==> src/rtl/dma_seq_pkg.sv <==
package dma_seq_pkg;

  localparam int AW          = 32;
  localparam int DESC_WORDS  = 4;
  localparam int FLAG_BITS   = 5;
  localparam int LAST_BIT    = 0;
  localparam int SNOOP_BIT   = 1;
  localparam int IDX_W       = $clog2(DESC_WORDS);

  typedef enum logic [1:0] {
    ST_IDLE  = 2'd0,
    ST_FETCH = 2'd1,
    ST_RUN   = 2'd2,
    ST_HALT  = 2'd3
  } seq_state_e;

  // strip the flag field from a pointer word
  function automatic logic [AW-1:0] ptr_base(input logic [AW-1:0] p);
    return p & ~((AW'(1) << FLAG_BITS) - AW'(1));
  endfunction

  // byte address of descriptor word idx
  function automatic logic [AW-1:0] word_addr(input logic [AW-1:0] base,
                                              input logic [IDX_W-1:0] idx);
    return ptr_base(base) + (AW'(idx) << 2);
  endfunction

endpackage

==> src/rtl/dma_desc_fetch.sv <==
module dma_desc_fetch
  import dma_seq_pkg::*;
(
  input  logic          clk,
  input  logic          rst_n,
  input  logic          go,
  input  logic          abort,
  input  logic [AW-1:0] base,
  output logic          rd_req,
  output logic [AW-1:0] rd_addr,
  input  logic          rd_valid,
  input  logic [AW-1:0] rd_data,
  output logic          fetch_done,
  output logic [AW-1:0] d_src,
  output logic [AW-1:0] d_dst,
  output logic [AW-1:0] d_next,
  output logic [AW-1:0] d_cnt
);

  logic             active_q;
  logic [IDX_W-1:0] idx_q;
  logic             done_q;
  logic [AW-1:0]    word_q [DESC_WORDS];
  logic             take;
  logic             last_word;

  assign take      = active_q && rd_valid && !abort;
  assign last_word = (idx_q == IDX_W'(DESC_WORDS - 1));

  always_ff @(posedge clk or negedge rst_n) begin
    if (!rst_n) begin
      active_q <= 1'b0;
      idx_q    <= '0;
      done_q   <= 1'b0;
    end else begin
      done_q <= take && last_word;
      if (abort) begin
        active_q <= 1'b0;
      end else if (go) begin
        active_q <= 1'b1;
        idx_q    <= '0;
      end else if (take) begin
        idx_q <= idx_q + IDX_W'(1);
        if (last_word) active_q <= 1'b0;
      end
    end
  end

  for (genvar w = 0; w < DESC_WORDS; w++) begin : g_word
    always_ff @(posedge clk or negedge rst_n) begin
      if (!rst_n)                             word_q[w] <= '0;
      else if (take && idx_q == IDX_W'(w))    word_q[w] <= rd_data;
    end
  end

  assign rd_req     = active_q;
  assign rd_addr    = word_addr(base, idx_q);
  assign fetch_done = done_q;
  assign d_src      = word_q[0];
  assign d_dst      = word_q[1];
  assign d_next     = word_q[2];
  assign d_cnt      = word_q[3];

  // words are requested in ascending order, one word apart
  a_r4_word_order: assert property (@(posedge clk) disable iff (!rst_n)
    (take && !go && !last_word) |=> (rd_req && rd_addr == $past(rd_addr) + AW'(4)));

  // a descriptor is complete only after its fourth word
  a_r4_done_after_last: assert property (@(posedge clk) disable iff (!rst_n)
    $rose(fetch_done) |-> $past(rd_req && rd_addr[3:2] == 2'd3));

endmodule

==> src/rtl/dma_seg_track.sv <==
module dma_seg_track
  import dma_seq_pkg::*;
#(
  parameter int CW = 16,
  parameter int BW = 8
) (
  input  logic          clk,
  input  logic          rst_n,
  input  logic          load,
  input  logic [AW-1:0] ld_src,
  input  logic [AW-1:0] ld_dst,
  input  logic [CW-1:0] ld_cnt,
  input  logic          beat,
  input  logic [BW-1:0] beat_bytes,
  output logic [AW-1:0] src,
  output logic [AW-1:0] dst,
  output logic [CW-1:0] rem,
  output logic          seg_end
);

  function automatic logic [CW-1:0] rem_after(input logic [CW-1:0] r,
                                              input logic [BW-1:0] b);
    return r - CW'(b);
  endfunction

  function automatic logic [AW-1:0] addr_after(input logic [AW-1:0] a,
                                               input logic [BW-1:0] b);
    return a + AW'(b);
  endfunction

  assign seg_end = beat && (rem_after(rem, beat_bytes) == '0);

  always_ff @(posedge clk or negedge rst_n) begin
    if (!rst_n) begin
      src <= '0;
      dst <= '0;
      rem <= '0;
    end else if (load) begin
      src <= ld_src;
      dst <= ld_dst;
      rem <= ld_cnt;
    end else if (beat) begin
      src <= addr_after(src, beat_bytes);
      dst <= addr_after(dst, beat_bytes);
      rem <= rem_after(rem, beat_bytes);
    end
  end

  // address advance matches the count consumed
  a_r7_addr_tracks: assert property (@(posedge clk) disable iff (!rst_n)
    (beat && !load) |=> ((src - $past(src)) == AW'($past(rem) - rem)
                         && (dst - $past(dst)) == AW'($past(rem) - rem)));

endmodule

==> src/rtl/dma_chain_seq.sv <==
module dma_chain_seq
  import dma_seq_pkg::*;
#(
  parameter int CW = 16,
  parameter int BW = 8
) (
  input  logic          clk,
  input  logic          rst_n,
  input  logic          start,
  input  logic          resume,
  input  logic          chain_mode,
  input  logic [31:0]   cfg_src,
  input  logic [31:0]   cfg_dst,
  input  logic [CW-1:0] cfg_count,
  input  logic          cfg_snoop,
  input  logic [31:0]   cfg_desc_ptr,
  input  logic          err_in,
  output logic          rd_req,
  output logic [31:0]   rd_addr,
  input  logic          rd_valid,
  input  logic [31:0]   rd_data,
  output logic          seg_run,
  output logic [31:0]   seg_src,
  output logic [31:0]   seg_dst,
  output logic [CW-1:0] seg_rem,
  output logic          seg_snoop,
  input  logic          mv_valid,
  input  logic [BW-1:0] mv_bytes,
  output logic          busy,
  output logic          done,
  output logic          error
);

  seq_state_e    state_q;
  logic          start_q;
  logic          done_q, err_q;
  logic [AW-1:0] cur_ptr_q, nxt_ptr_q;
  logic          cur_snoop_q, nxt_snoop_q, last_q;
  logic          halt_in_fetch_q;

  // named internal events
  logic          start_rise, launch, resume_ok, fresh;
  logic          active, halt_ev, err_ev;
  logic          beat_ok, seg_end, fetch_done;
  logic          d_zero, d_last, fetch_go, trk_load;
  logic [AW-1:0] d_src, d_dst, d_next, d_cnt_w;
  logic [CW-1:0] d_cnt;

  assign start_rise = start && !start_q;
  assign launch     = start_rise && (state_q == ST_IDLE || state_q == ST_HALT);
  assign resume_ok  = launch && resume && (state_q == ST_HALT);
  assign fresh      = launch && !resume_ok;
  assign active     = (state_q == ST_FETCH) || (state_q == ST_RUN);
  assign err_ev     = active && err_in;
  assign halt_ev    = active && (err_in || !start);
  assign beat_ok    = (state_q == ST_RUN) && mv_valid && !halt_ev;

  assign d_cnt  = CW'(d_cnt_w);
  assign d_zero = (d_cnt == '0);
  assign d_last = d_next[LAST_BIT];

  logic fd_ok;
  assign fd_ok = (state_q == ST_FETCH) && fetch_done && !halt_ev;

  assign fetch_go = (fresh && chain_mode)
                 || (resume_ok && halt_in_fetch_q)
                 || (fd_ok && d_zero && !d_last)
                 || ((state_q == ST_RUN) && seg_end && !halt_ev && !last_q);

  assign trk_load = (fresh && !chain_mode && cfg_count != '0)
                 || (fd_ok && !d_zero);

  dma_desc_fetch u_fetch (
    .clk        (clk),
    .rst_n      (rst_n),
    .go         (fetch_go),
    .abort      (halt_ev),
    .base       (cur_ptr_q),
    .rd_req     (rd_req),
    .rd_addr    (rd_addr),
    .rd_valid   (rd_valid),
    .rd_data    (rd_data),
    .fetch_done (fetch_done),
    .d_src      (d_src),
    .d_dst      (d_dst),
    .d_next     (d_next),
    .d_cnt      (d_cnt_w)
  );

  dma_seg_track #(.CW(CW), .BW(BW)) u_track (
    .clk        (clk),
    .rst_n      (rst_n),
    .load       (trk_load),
    .ld_src     ((state_q == ST_FETCH) ? d_src : cfg_src),
    .ld_dst     ((state_q == ST_FETCH) ? d_dst : cfg_dst),
    .ld_cnt     ((state_q == ST_FETCH) ? d_cnt : cfg_count),
    .beat       (beat_ok),
    .beat_bytes (mv_bytes),
    .src        (seg_src),
    .dst        (seg_dst),
    .rem        (seg_rem),
    .seg_end    (seg_end)
  );

  always_ff @(posedge clk or negedge rst_n) begin
    if (!rst_n) begin
      state_q         <= ST_IDLE;
      start_q         <= 1'b0;
      done_q          <= 1'b0;
      err_q           <= 1'b0;
      cur_ptr_q       <= '0;
      nxt_ptr_q       <= '0;
      cur_snoop_q     <= 1'b0;
      nxt_snoop_q     <= 1'b0;
      last_q          <= 1'b0;
      halt_in_fetch_q <= 1'b0;
    end else begin
      start_q <= start;
      if (launch) begin
        done_q <= 1'b0;
        err_q  <= 1'b0;
      end
      unique case (state_q)
        ST_IDLE, ST_HALT: begin
          if (resume_ok) begin
            state_q <= halt_in_fetch_q ? ST_FETCH : ST_RUN;
          end else if (fresh && !chain_mode) begin
            last_q      <= 1'b1;
            cur_snoop_q <= cfg_snoop;
            if (cfg_count == '0) begin
              state_q <= ST_IDLE;
              done_q  <= 1'b1;
            end else begin
              state_q <= ST_RUN;
            end
          end else if (fresh) begin
            cur_ptr_q   <= ptr_base(cfg_desc_ptr);
            cur_snoop_q <= cfg_desc_ptr[SNOOP_BIT];
            state_q     <= ST_FETCH;
          end
        end
        ST_FETCH: begin
          if (halt_ev) begin
            state_q         <= ST_HALT;
            halt_in_fetch_q <= 1'b1;
            if (err_ev) err_q <= 1'b1;
          end else if (fetch_done) begin
            if (d_zero && d_last) begin
              state_q <= ST_IDLE;
              done_q  <= 1'b1;
            end else if (d_zero) begin
              cur_ptr_q   <= ptr_base(d_next);
              cur_snoop_q <= d_next[SNOOP_BIT];
            end else begin
              nxt_ptr_q   <= ptr_base(d_next);
              nxt_snoop_q <= d_next[SNOOP_BIT];
              last_q      <= d_last;
              state_q     <= ST_RUN;
            end
          end
        end
        ST_RUN: begin
          if (halt_ev) begin
            state_q         <= ST_HALT;
            halt_in_fetch_q <= 1'b0;
            if (err_ev) err_q <= 1'b1;
          end else if (seg_end) begin
            if (last_q) begin
              state_q <= ST_IDLE;
              done_q  <= 1'b1;
            end else begin
              cur_ptr_q   <= nxt_ptr_q;
              cur_snoop_q <= nxt_snoop_q;
              state_q     <= ST_FETCH;
            end
          end
        end
        default: state_q <= ST_IDLE;
      endcase
    end
  end

  assign seg_run   = (state_q == ST_RUN);
  assign seg_snoop = cur_snoop_q;
  assign busy      = active;
  assign done      = done_q;
  assign error     = err_q;

  // clearing start while busy stops the channel on the next edge
  a_r8_stop_halts: assert property (@(posedge clk) disable iff (!rst_n)
    (busy && !start) |=> (!busy && !seg_run && !rd_req));

  // an error report while busy halts and flags
  a_r9_err_halts: assert property (@(posedge clk) disable iff (!rst_n)
    (busy && err_in) |=> (error && !busy && !done));

  // flags are exclusive
  a_r10_flags_exclusive: assert property (@(posedge clk) disable iff (!rst_n)
    !(done && error));

  // done stays until a launch
  a_r10_done_sticky: assert property (@(posedge clk) disable iff (!rst_n)
    (done && !start_rise) |=> done);

  // error stays until a launch
  a_r10_err_sticky: assert property (@(posedge clk) disable iff (!rst_n)
    (error && !start_rise) |=> error);

  // a running segment always has bytes left
  a_r3_run_nonzero: assert property (@(posedge clk) disable iff (!rst_n)
    seg_run |-> (seg_rem != '0));

  // the engine never reports more than is left
  a_r7_beat_bound: assert property (@(posedge clk) disable iff (!rst_n)
    (seg_run && mv_valid) |-> (CW'(mv_bytes) <= seg_rem));

  // done rises only on the edge after the channel was busy or launched
  a_r3_done_cause: assert property (@(posedge clk) disable iff (!rst_n)
    $rose(done) |-> $past(busy || start_rise));

endmodule

==> config.mk <==
export PLATFORM = sky130hd
export DESIGN_NAME = dma_chain_seq
export DESIGN_NICKNAME = d
export VERILOG_FILES = /design/src/rtl/dma_seq_pkg.sv /design/src/rtl/dma_desc_fetch.sv /design/src/rtl/dma_seg_track.sv /design/src/rtl/dma_chain_seq.sv
export SDC_FILE = /design/constraint.sdc
export NUM_CORES = 1
export LEC_CHECK = 0
export ABC_AREA = 1
export BUFFER_PORTS_ARGS = -buffer_cell sky130_fd_sc_hd__buf_4
export CORE_MARGIN = 5
export CORE_UTILIZATION = 40
export DETAILED_ROUTE_END_ITERATION = 10
export HOLD_SLACK_MARGIN = 0.1
export SYNTH_ARGS = -nofsm -noshare
export SYNTH_HDL_FRONTEND = slang
export SYNTH_HIERARCHICAL = 1
export SYNTH_SLANG_ARGS = --single-unit
==> constraint.sdc <==
create_clock -name clk -period 6.95 [get_ports clk]
set_input_delay 0.695 -clock clk [delete_from_list [all_inputs] [get_ports clk]]
set_output_delay 0.695 -clock clk [all_outputs]
set_load 0.05 [all_outputs]
=== After elaboration in Yosys (flattened, before gate mapping) ===
Index checks and enable logic that the tools add are counted.

* Word-level logic and storage cells: 194
* Register bits after elaboration: 264
* Output and inout port bits: 118
* Input bits: 161

* Equal/unequal tests: 25
* Mux-type cells: 75
* Reductions and logical operators: 66
* Bitwise gates (word level): 3
* $add $sub $neg: 5

{| class="wikitable"
|+ Operators by type and width
! operator !! number
|-
| $mux W32 || 16
|-
| $pmux W32 S3 || 1
|-
| $add A32 B8 Y32 || 2
|-
| $logic_not A16 Y1 || 3
|-
| $mux W16 || 3
|-
| $mux W1 || 37
|-
| $add A32 B4 Y32 || 1
|-
| $logic_and A1 B1 Y1 || 29
|-
| $mux W2 || 13
|-
| $ne A2 B2 Y1 const B || 10
|-
| $reduce_bool A16 Y1 || 1
|-
| $sub A16 B8 Y16 || 1
|-
| $reduce_and A10 Y1 || 1
|-
| $reduce_and A9 Y1 || 1
|-
| $eq A2 B2 Y1 const B || 4
|-
| $logic_not A1 Y1 || 8
|-
| $ne A2 B1 Y1 const B || 4
|-
| $reduce_bool A2 Y1 || 4
|-
| $logic_or A1 B1 Y1 || 7
|-
| $reduce_and A7 Y1 || 1
|-
| $ne A3 B1 Y1 const B || 2
|-
| $pmux W1 S3 || 2
|-
| $pmux W2 S3 || 1
|-
| $reduce_bool A3 Y1 || 2
|-
| 13 further kinds || 20
|}

=== Logic depth before layout (Yosys ltp) ===
Gate-level depths: netlist of the first run.

* Depth in word-level cells: 13
* Mapped depth: 24
* Mapped depth without buffers: 22

=== Modules after synthesis ===
The synthesis of the first run kept the hierarchy.

{| class="wikitable"
|+ By module, submodules not included
! module !! instances !! area each (µm²) !! cells an instance
|-
| dma_seg_track || 1 || 6,422.4 || 961
|-
| dma_desc_fetch || 1 || 5,555.3 || 618
|-
| dma_chain_seq || 1 || 4,531.8 || 728
|}

=== Worst setup path before layout of the first run ===
OpenSTA, ideal clock, no wires.

* Path type: register to register
* From: reg u_track.rem[0]
* To: reg cur_ptr_q[10]
* Buffers on the path: 1
* Arrival: 2.970 ns
* Setup time: 0.117 ns
* Period minus slack after synthesis: 3.087 ns
* Slack: 3.863 ns
* Stages on the path, launching flop included: 21
* Required time: 6.833 ns
* Path through: dfrtp_1 > inv_1 > ha_1 > fa_1 > inv_1 > nand3_1 > nand2_1 > nand4_1 > nand3_1 > nand2_1 > nor2_1 > nand3_1 > nor2_1 > inv_1 > o21ai_0 > nand3_2 > nor2_4 > nand3_4 > buf_6 > nand2_1 > nand2_1

* Word-level cells in the longest chain between the ends: 5

{| class="wikitable"
|+ RTL lines
! what !! line !! source
|-
| start: declaration || dma_seg_track.sv:17 || <nowiki>output logic [CW-1:0] rem,</nowiki>
|-
| start signal: assignment || dma_seg_track.sv:41 || <nowiki>rem <= ld_cnt;</nowiki>
|-
| start signal: assignment || dma_seg_track.sv:45 || <nowiki>rem <= rem_after(rem, beat_bytes);</nowiki>
|-
| $sub A16 B8 Y16 || dma_seg_track.sv:23 || <nowiki>return r - CW'(b);</nowiki>
|-
| $logic_not A16 Y1 || dma_seg_track.sv:31 || <nowiki>assign seg_end = beat && (rem_after(rem, beat_bytes) == '0);</nowiki>
|-
| $logic_and A1 B1 Y1 || dma_seg_track.sv:31 ||
|-
| net seg_end || dma_chain_seq.sv:44 || <nowiki>logic beat_ok, seg_end, fetch_done;</nowiki>
|-
| $ne A2 B1 Y1 (no line) || - ||
|-
| $reduce_and A10 Y1 (no line) || - ||
|-
| end signal: assignment || dma_chain_seq.sv:137 || <nowiki>cur_ptr_q <= ptr_base(cfg_desc_ptr);</nowiki>
|-
| end signal: assignment || dma_chain_seq.sv:152 || <nowiki>cur_ptr_q <= ptr_base(d_next);</nowiki>
|-
| end signal: assignment || dma_chain_seq.sv:172 || <nowiki>cur_ptr_q <= nxt_ptr_q;</nowiki>
|-
| end: declaration || dma_chain_seq.sv:37 || <nowiki>logic [AW-1:0] cur_ptr_q, nxt_ptr_q;</nowiki>
|}

The timed path passes the listed nets, and every way through them passes these cells.
A chain may end at the register's enable or synchronous reset.

=== Worst setup path in the final report of the first run ===
* From: reg state_q[0]
* To: reg cur_ptr_q[12]

{| class="wikitable"
|+ RTL lines
! what !! line !! source
|-
| start: declaration || dma_chain_seq.sv:34 || <nowiki>seq_state_e state_q;</nowiki>
|-
| start signal: assignment || dma_chain_seq.sv:126 || <nowiki>state_q <= halt_in_fetch_q ? ST_FETCH : ST_RUN;</nowiki>
|-
| $eq A2 B1 Y1 / $eq A2 B2 Y1 (equally long branches) || dma_chain_seq.sv:53 || <nowiki>assign active = (state_q == ST_FETCH) || (state_q == ST_RUN);</nowiki>
|-
| $logic_or A1 B1 Y1 (*) || dma_chain_seq.sv:53 ||
|-
| $logic_and A1 B1 Y1 (*) || dma_chain_seq.sv:55 || <nowiki>assign halt_ev = active && (err_in || !start);</nowiki>
|-
| net halt_ev || dma_chain_seq.sv:43 || <nowiki>logic active, halt_ev, err_ev;</nowiki>
|-
| $logic_not A1 Y1 (*) || dma_chain_seq.sv:56 || <nowiki>assign beat_ok = (state_q == ST_RUN) && mv_valid && !halt_ev;</nowiki>
|-
| $logic_and A1 B1 Y1 (*) || dma_chain_seq.sv:56 ||
|-
| net beat_ok || dma_chain_seq.sv:44 ||
|-
| $logic_and A1 B1 Y1 (*) || dma_seg_track.sv:31 ||
|-
| net seg_end || dma_chain_seq.sv:44 ||
|-
| $ne A2 B1 Y1 (no line) (*) || - ||
|-
| $reduce_and A10 Y1 (no line) (*) || - ||
|}

Mark *: on every way through the listed nets, which the timed path passes. The rest lies on a longest branch.

==> impl_metrics.csv, run 1 <==
group,metric,value,unit
timing,holdWs,0.197,ns
timing,period_minus_slack,4.63,ns
routing,first_iter_violations,1194,
timing,finalHoldViolCount,0,
job,maxCapViolCount,0,
timing,slew_violations,0,
cells_and_area,area_delta_synth_final,18.8,%
place,place_congestion,0.897,
floorplanning,chipWidth,209,um
setup_path,critPathArrivalTime,5.07,ns
setup_path,cp_num_buf_inv,3,
clock_tree,cts_tree,"done",
clock_tree,cts-root-buf,"clkbuf_16",
setup_path,critical_path_class,"reg2reg",
cells_and_area,regArea,6410,um2
setup_path,cp_slowest_stage_delay,0.55,ns
setup_path,worstPathCellList,"inv_1, ha_1, buf_4, a21oi_4, nor2_1, nand3_1, nor2_1, nand3_1, nor2_1, nand3_1, nor2_1, nand3_1, nor2_1, inv_1, o21ai_0, nand3_2, nor2_4, nand3_4, nand2_1, nand2_1",
cells_and_area,num_antenna_cells,0,
setup_path,worstPathRequired,7.39,ns
place,post-dp-hpwl,40900,um
cells_and_area,multi_input_area,7880,um2
global_routing,grt_pass1_wl,86600,um
global_routing,antenna_found_initial,1,
floorplanning,die_height,209,um
floorplanning,initial_core_util,40.6,%
clock_tree,clkSinkCount,256,
global_routing,grt_pass1_vias,15200,
min_path,hp-class,"in2async",
clock_tree,clk_pin_slew,0.06,ns
routing,routed_wl,56100,um
routing,dr_total_vias,15400,
clock_tree,cts_made_buffers,29,
timing,setup_viol,0,
setup_path,start_kind,"flip-flop",
global_routing,grt_max_degree,139,
clock_tree,clockBufferDepth,3,
floorplanning,ios,279,
clock_tree,htree_levels,1,
logic_synthesis,syn-cell-area,15800,um2
power,power_density,457,nW/um2
timing,clock_skew,0.0127,ns
cells_and_area,mostFrequentLayoutCell,"nand2_1",
setup_path,critPathSlowestCell,"nor2_4",
timing,max_slew_margin,23.6,%
clock_tree,holdBufCountCts,0,
floorplanning,dieArea,43500,um2
logic_synthesis,avgSynthCellArea,7.08,um2
timing,rsz0062_at_grt,"false",
logic_synthesis,netlist_instances,2228,
cells_and_area,utilization,48.3,%
clock_tree,cts_resized,0,
setup_path,worstPathMaxFanout,36,
cells_and_area,n_fill_cell,4067,
routing,vias_per_cell,5.24,
timing,finalSetupTns,0,ns
setup_path,r2r-start,"state_q[0]",
routing,ant_nets,0,
floorplanning,core,38800,um2
global_routing,grtUsageTotal,24.8,%
power,p_leak,9.83,nW
clock_tree,post_cts_buffers,0,
setup_path,cp-end-kind,"flip-flop",
timing,clock.fmax,216,MHz
setup_path,worstSetupStartpoint,"state_q[0]",
global_routing,gr-total-overflow,0,
clock_tree,clk_latency,0.56,ns
place,portBuffers,271,
timing,post-route-period-util,66.7,%
status,status,"finished clean",
routing,routedWlPerCell,19.1,um
timing,tightest_slew,1.15,ns
cells_and_area,final_cell_mix,"nand2_1 (971), buf_4 (283), dfrtp_1 (256), nand3_1 (227), inv_1 (164)",
floorplanning,rows,72,
logic_synthesis,ys_warn_count,6,
cells_and_area,drive_gt1_share,16.6,%
cells_and_area,nets,2599,
routing,dr.pass1.iters,6,
routing,drc,0,
power,vdd_ir_drop_max,0.268,mV
setup_path,cp_common_cell,"nor2_1",
setup_path,cp_top_family,"simple AND/OR/NAND/NOR gates",
-- path summary, 6_finish.rpt --
| kind | slack, ns | end | depth (start not counted) |
|---|---|---|---|
| worst max-delay path | 2.32 | cur_ptr_q[12] | 20 |
| worst min-delay path | 0.20 | cur_ptr_q[8] | 1 |
| worst max register to register | 2.32 | cur_ptr_q[12] | 20 |
| worst min register to register | 0.47 | u_fetch/d_dst[21] | 2 |
| max in group asynchronous | 5.44 | u_track/src[0] | 2 |
| min in group clk | 0.32 | start_q | 1 |
-- final cells by class --
cell class                 instances  share of cell area (%)
multi-input combinational       1657                    42.0
inverter                         175                    3.50
tap                              518                    3.46
timing repair buffer             285                    11.5
clock inverter                    15                    1.15
clock buffer                      39                    4.18
sequential                       256                    34.2
-- layer usage --
metal / global-route usage (%) / wire length, um / up-vias
met2: 41.2 / 26800 / 534
met5: 0 / 13 / -
li1: - / - / 7478
met1: 33.5 / 23800 / 7313
met4: 7.45 / 1820 / 2
met3: 3.91 / 3710 / 91
-- sequential cells by signal, summed over array words and instances (netlist names) --
signal	count
done	1
error	1
u_fetch/d_cnt	16
u_track/dst	32
u_fetch/idx_q	2
state_q	2
u_fetch/fetch_done	1
halt_in_fetch_q	1
u_track/src	32
u_fetch/rd_req	1
nxt_ptr_q	27
seg_snoop	1
u_fetch/d_next	29
start_q	1
last_q	1
cur_ptr_q	27
u_track/rem	16
u_fetch/d_dst	32
u_fetch/d_src	32
nxt_snoop_q	1
-- report_power, final --
part           leakage (nW)  internal, mW  switching, mW
Sequential             3.38          2.02          0.543
Combinational          5.97          1.27           3.10
Clock                 0.481         0.977          0.657
-- per-stage QoR --
stage               cell area, um2  worst slack [ns]  total power [mW]  cells
floorplan                    15800              3.86              5.71   2230
global placement             17700              2.33              6.89   2891
detailed placement           17700              2.23              6.96   2891
CTS                          18700              2.22              8.62   2945
global route                 18700              1.85              9.15   2945
finish                       18700              2.32              8.57   2945
-- worst register-to-register path: cells and delay by family, from the launching register on --
kind	cells	cell delay, ns
adder cells (fa/ha/maj)	1	0.27
flip-flops	1	0.38
AO/OA/AOI/OAI	2	0.40
AND/OR/NAND/NOR	14	2.90
buffers and inverters	3	0.56
Power figures use the tool's default switching activity.
==> inputs of run 2 (changes only) <==
--- a/config.mk
+++ b/config.mk
@@ -5,7 +5,7 @@
 export SDC_FILE = /design/constraint.sdc
 export NUM_CORES = 1
 export LEC_CHECK = 0
-export ABC_AREA = 1
+export ABC_AREA = 0
 export BUFFER_PORTS_ARGS = -buffer_cell sky130_fd_sc_hd__buf_4
 export CORE_MARGIN = 5
 export CORE_UTILIZATION = 40
==> constraint.sdc (replaced) <==
create_clock -name clk -period 3.8 [get_ports clk]
set_input_delay 0.38 -clock clk [delete_from_list [all_inputs] [get_ports clk]]
set_output_delay 0.38 -clock clk [all_outputs]
set_load 0.05 [all_outputs]
==> run 2 against run 1 <==
Compared with the run above:
- clock power is 90% higher
- first-iteration DRC count is 41% lower
- power rose by 88%
- via count fell by 29%
- combinational power grew 91%
- worst hold slack worse by 0.072 ns
- clock-buffer cell count is the same
- critical path depth fell by 7
- synthesized cell count decreased by 41%
- critical endpoint is now cur_ptr_q[29]
- largest power group unchanged
- highest routed layer is now met4
==> impl_metrics.csv, run 2 <==
group,metric,value,unit
timing,post-route-period-util,97.4,%
place,portBuffers,271,
timing,rsz0062_at_grt,"true",
global_routing,antenna_found_initial,1,
setup_path,critical_path_class,"reg2reg",
routing,routedWlPerCell,20.8,um
timing,slew_violations,0,
timing,period_minus_slack,3.70,ns
power,combPwrFrac,52.0,%
global_routing,grtUsageTotal,20.8,%
clock_tree,clk_latency,0.55,ns
cells_and_area,area_delta_synth_final,26.6,%
place,post-dp-hpwl,30900,um
floorplanning,rows,69,
timing,setup_viol,0,
routing,vias_per_cell,5.29,
floorplanning,initial_core_util,40.5,%
floorplanning,ios,279,
clock_tree,clockBufferDepth,3,
cells_and_area,utilization,51.3,%
clock_tree,cts_tree,"done",
clock_tree,cts_made_buffers,30,
timing,finalSetupTns,0,ns
cells_and_area,n_fill_cell,3230,
cells_and_area,final_cell_count_no_fill,2068,
place,dp_slack,-0.192,ns
floorplanning,dieArea,39900,um2
logic_synthesis,syn-cell-area,14400,um2
global_routing,grt_max_degree,115,
routing,routed_wl,42900,um
cells_and_area,drive_gt1_share,41.6,%
cells_and_area,multi_input_area,7380,um2
place,dp_cells,1988,
power,power.share.switching,43.5,%
timing,clock.fmax,270,MHz
timing,max_slew_margin,33.0,%
timing,finalWorstSetupSlack,0.100,ns
logic_synthesis,ys_warn_count,6,
routing,ant_nets,0,
power,seq_power_share,28.8,%
clock_tree,post_cts_buffers,0,
power,power_density,882,nW/um2
global_routing,gr-total-overflow,0,
global_routing,grt_pass1_vias,11100,
routing,dr_total_vias,10900,
cells_and_area,nets,1777,
floorplanning,die_height,200,um
routing,wl_met1,19900,um
place,dpl_cell_area,16900,um2
floorplanning,chipWidth,200,um
routing,first_iter_violations,700,
power,vdd_ir_drop_max,0.705,mV
setup_path,cp-end-kind,"flip-flop",
clock_tree,cts-root-buf,"clkbuf_16",
clock_tree,htree_levels,1,
setup_path,critPathSlowestCell,"or4_4",
setup_path,start_kind,"flip-flop",
min_path,hp-class,"in2reg",
routing,wl_met3,2420,um
cells_and_area,fin_area,18200,um2
routing,routed-wl-met2,19400,um
timing,holdWs,0.125,ns
routing,top_layer_used,"met4",
power,intPower,9.09,mW
logic_synthesis,avgSynthCellArea,11.0,um2
status,status,"finished clean",
power,p_leak,8.53,nW
setup_path,worstPathCellList,"ha_1, o21ai_2, a21o_4, a31oi_4, and4_4, or4_4, a2111oi_4, nand2b_1, a22oi_1, a31oi_2, a21oi_4, buf_12, mux2_2",
timing,tightest_slew,1.00,ns
place,place_congestion,0.862,
power,net-switching-power,6.99,mW
cells_and_area,mostFrequentLayoutCell,"buf_4",
routing,dr.pass1.iters,5,
global_routing,grt_pass1_wl,65600,um
cells_and_area,final_cell_mix,"buf_4 (310), dfrtp_1 (253), mux2_2 (220), nand2_1 (130), o21ai_0 (64)",
power,total_power,16.1,mW
routing,drc,0,
power,clockPowerShare,19.2,%
cells_and_area,regArea,6410,um2
timing,clock_skew,0.0134,ns
timing,finalHoldViolCount,0,
floorplanning,core,35600,um2
setup_path,critPathArrivalTime,4.13,ns
logic_synthesis,netlist_instances,1311,
setup_path,worstPathRequired,4.23,ns
clock_tree,clk_pin_slew,0.06,ns
setup_path,cp_slowest_stage_delay,0.52,ns
clock_tree,clkSinkCount,256,
job,maxCapViolCount,0,
setup_path,worstPathMaxFanout,20,
run 2: what timing repair did:
item,in CTS,in global routing
pin swaps,1,0
endpoints found under the setup margin,27,27
gates resized for setup,0,18
hold endpoints to repair,163,0
hold buffers,23,0
run 2: path summary, 6_finish.rpt:
| check | from | end | slack (ns) | cells after the start |
|---|---|---|---|---|
| min reg2reg | u_fetch/d_dst[28] | u_fetch/d_dst[28] | 0.50 | 1 |
| max | u_track/rem[2] | cur_ptr_q[29] | 0.1 | 13 |
| max reg2reg | u_track/rem[2] | cur_ptr_q[29] | 0.1 | 13 |
| max in group asynchronous | rst_n | u_fetch/d_src[26] | 2.36 | 3 |
| min in group asynchronous | rst_n | cur_ptr_q[28] | 0.52 | 2 |
| min | rd_data[0] | u_fetch/d_next[0] | 0.12 | 2 |
run 2: critical path: cells and delay by family (launching register included):
kind,cells,cell delay [ns]
adder cells (fa/ha/maj),1,0.33
flip-flops,1,0.43
buffers and inverters,1,0.19
AO/OA/AOI/OAI,7,1.37
AND/OR/NAND/NOR,3,0.89
multiplexers,1,0.35
run 2: layout make-up:
class | count | share of cell area, %
diodes | 1 | 0.0137
clock buffers | 39 | 4.58
well taps | 461 | 3.16
inverters | 38 | 0.809
multi-input cells | 917 | 40.5
clock inverters | 17 | 1.23
repair buffers | 339 | 14.6
flip-flops and latches | 256 | 35.1
run 2: power by group through the flow:
stage / combinational (mW) / sequential, mW / clock, mW
finish: 8.36 / 4.63 / 3.09
global route: 8.98 / 4.76 / 3.27
CTS: 8.30 / 4.62 / 3.17
detailed placement: 8.24 / 4.66 / 0
global placement: 8.15 / 4.63 / 0
floorplan: 4.67 / 5.85 / 0
run 2: metal layers:
metal,global-route usage [%],vias to the layer above
met5,0,-
met4,5.51,0
met3,3.27,67
met2,32.0,320
met1,30.8,5378
li1,-,5182
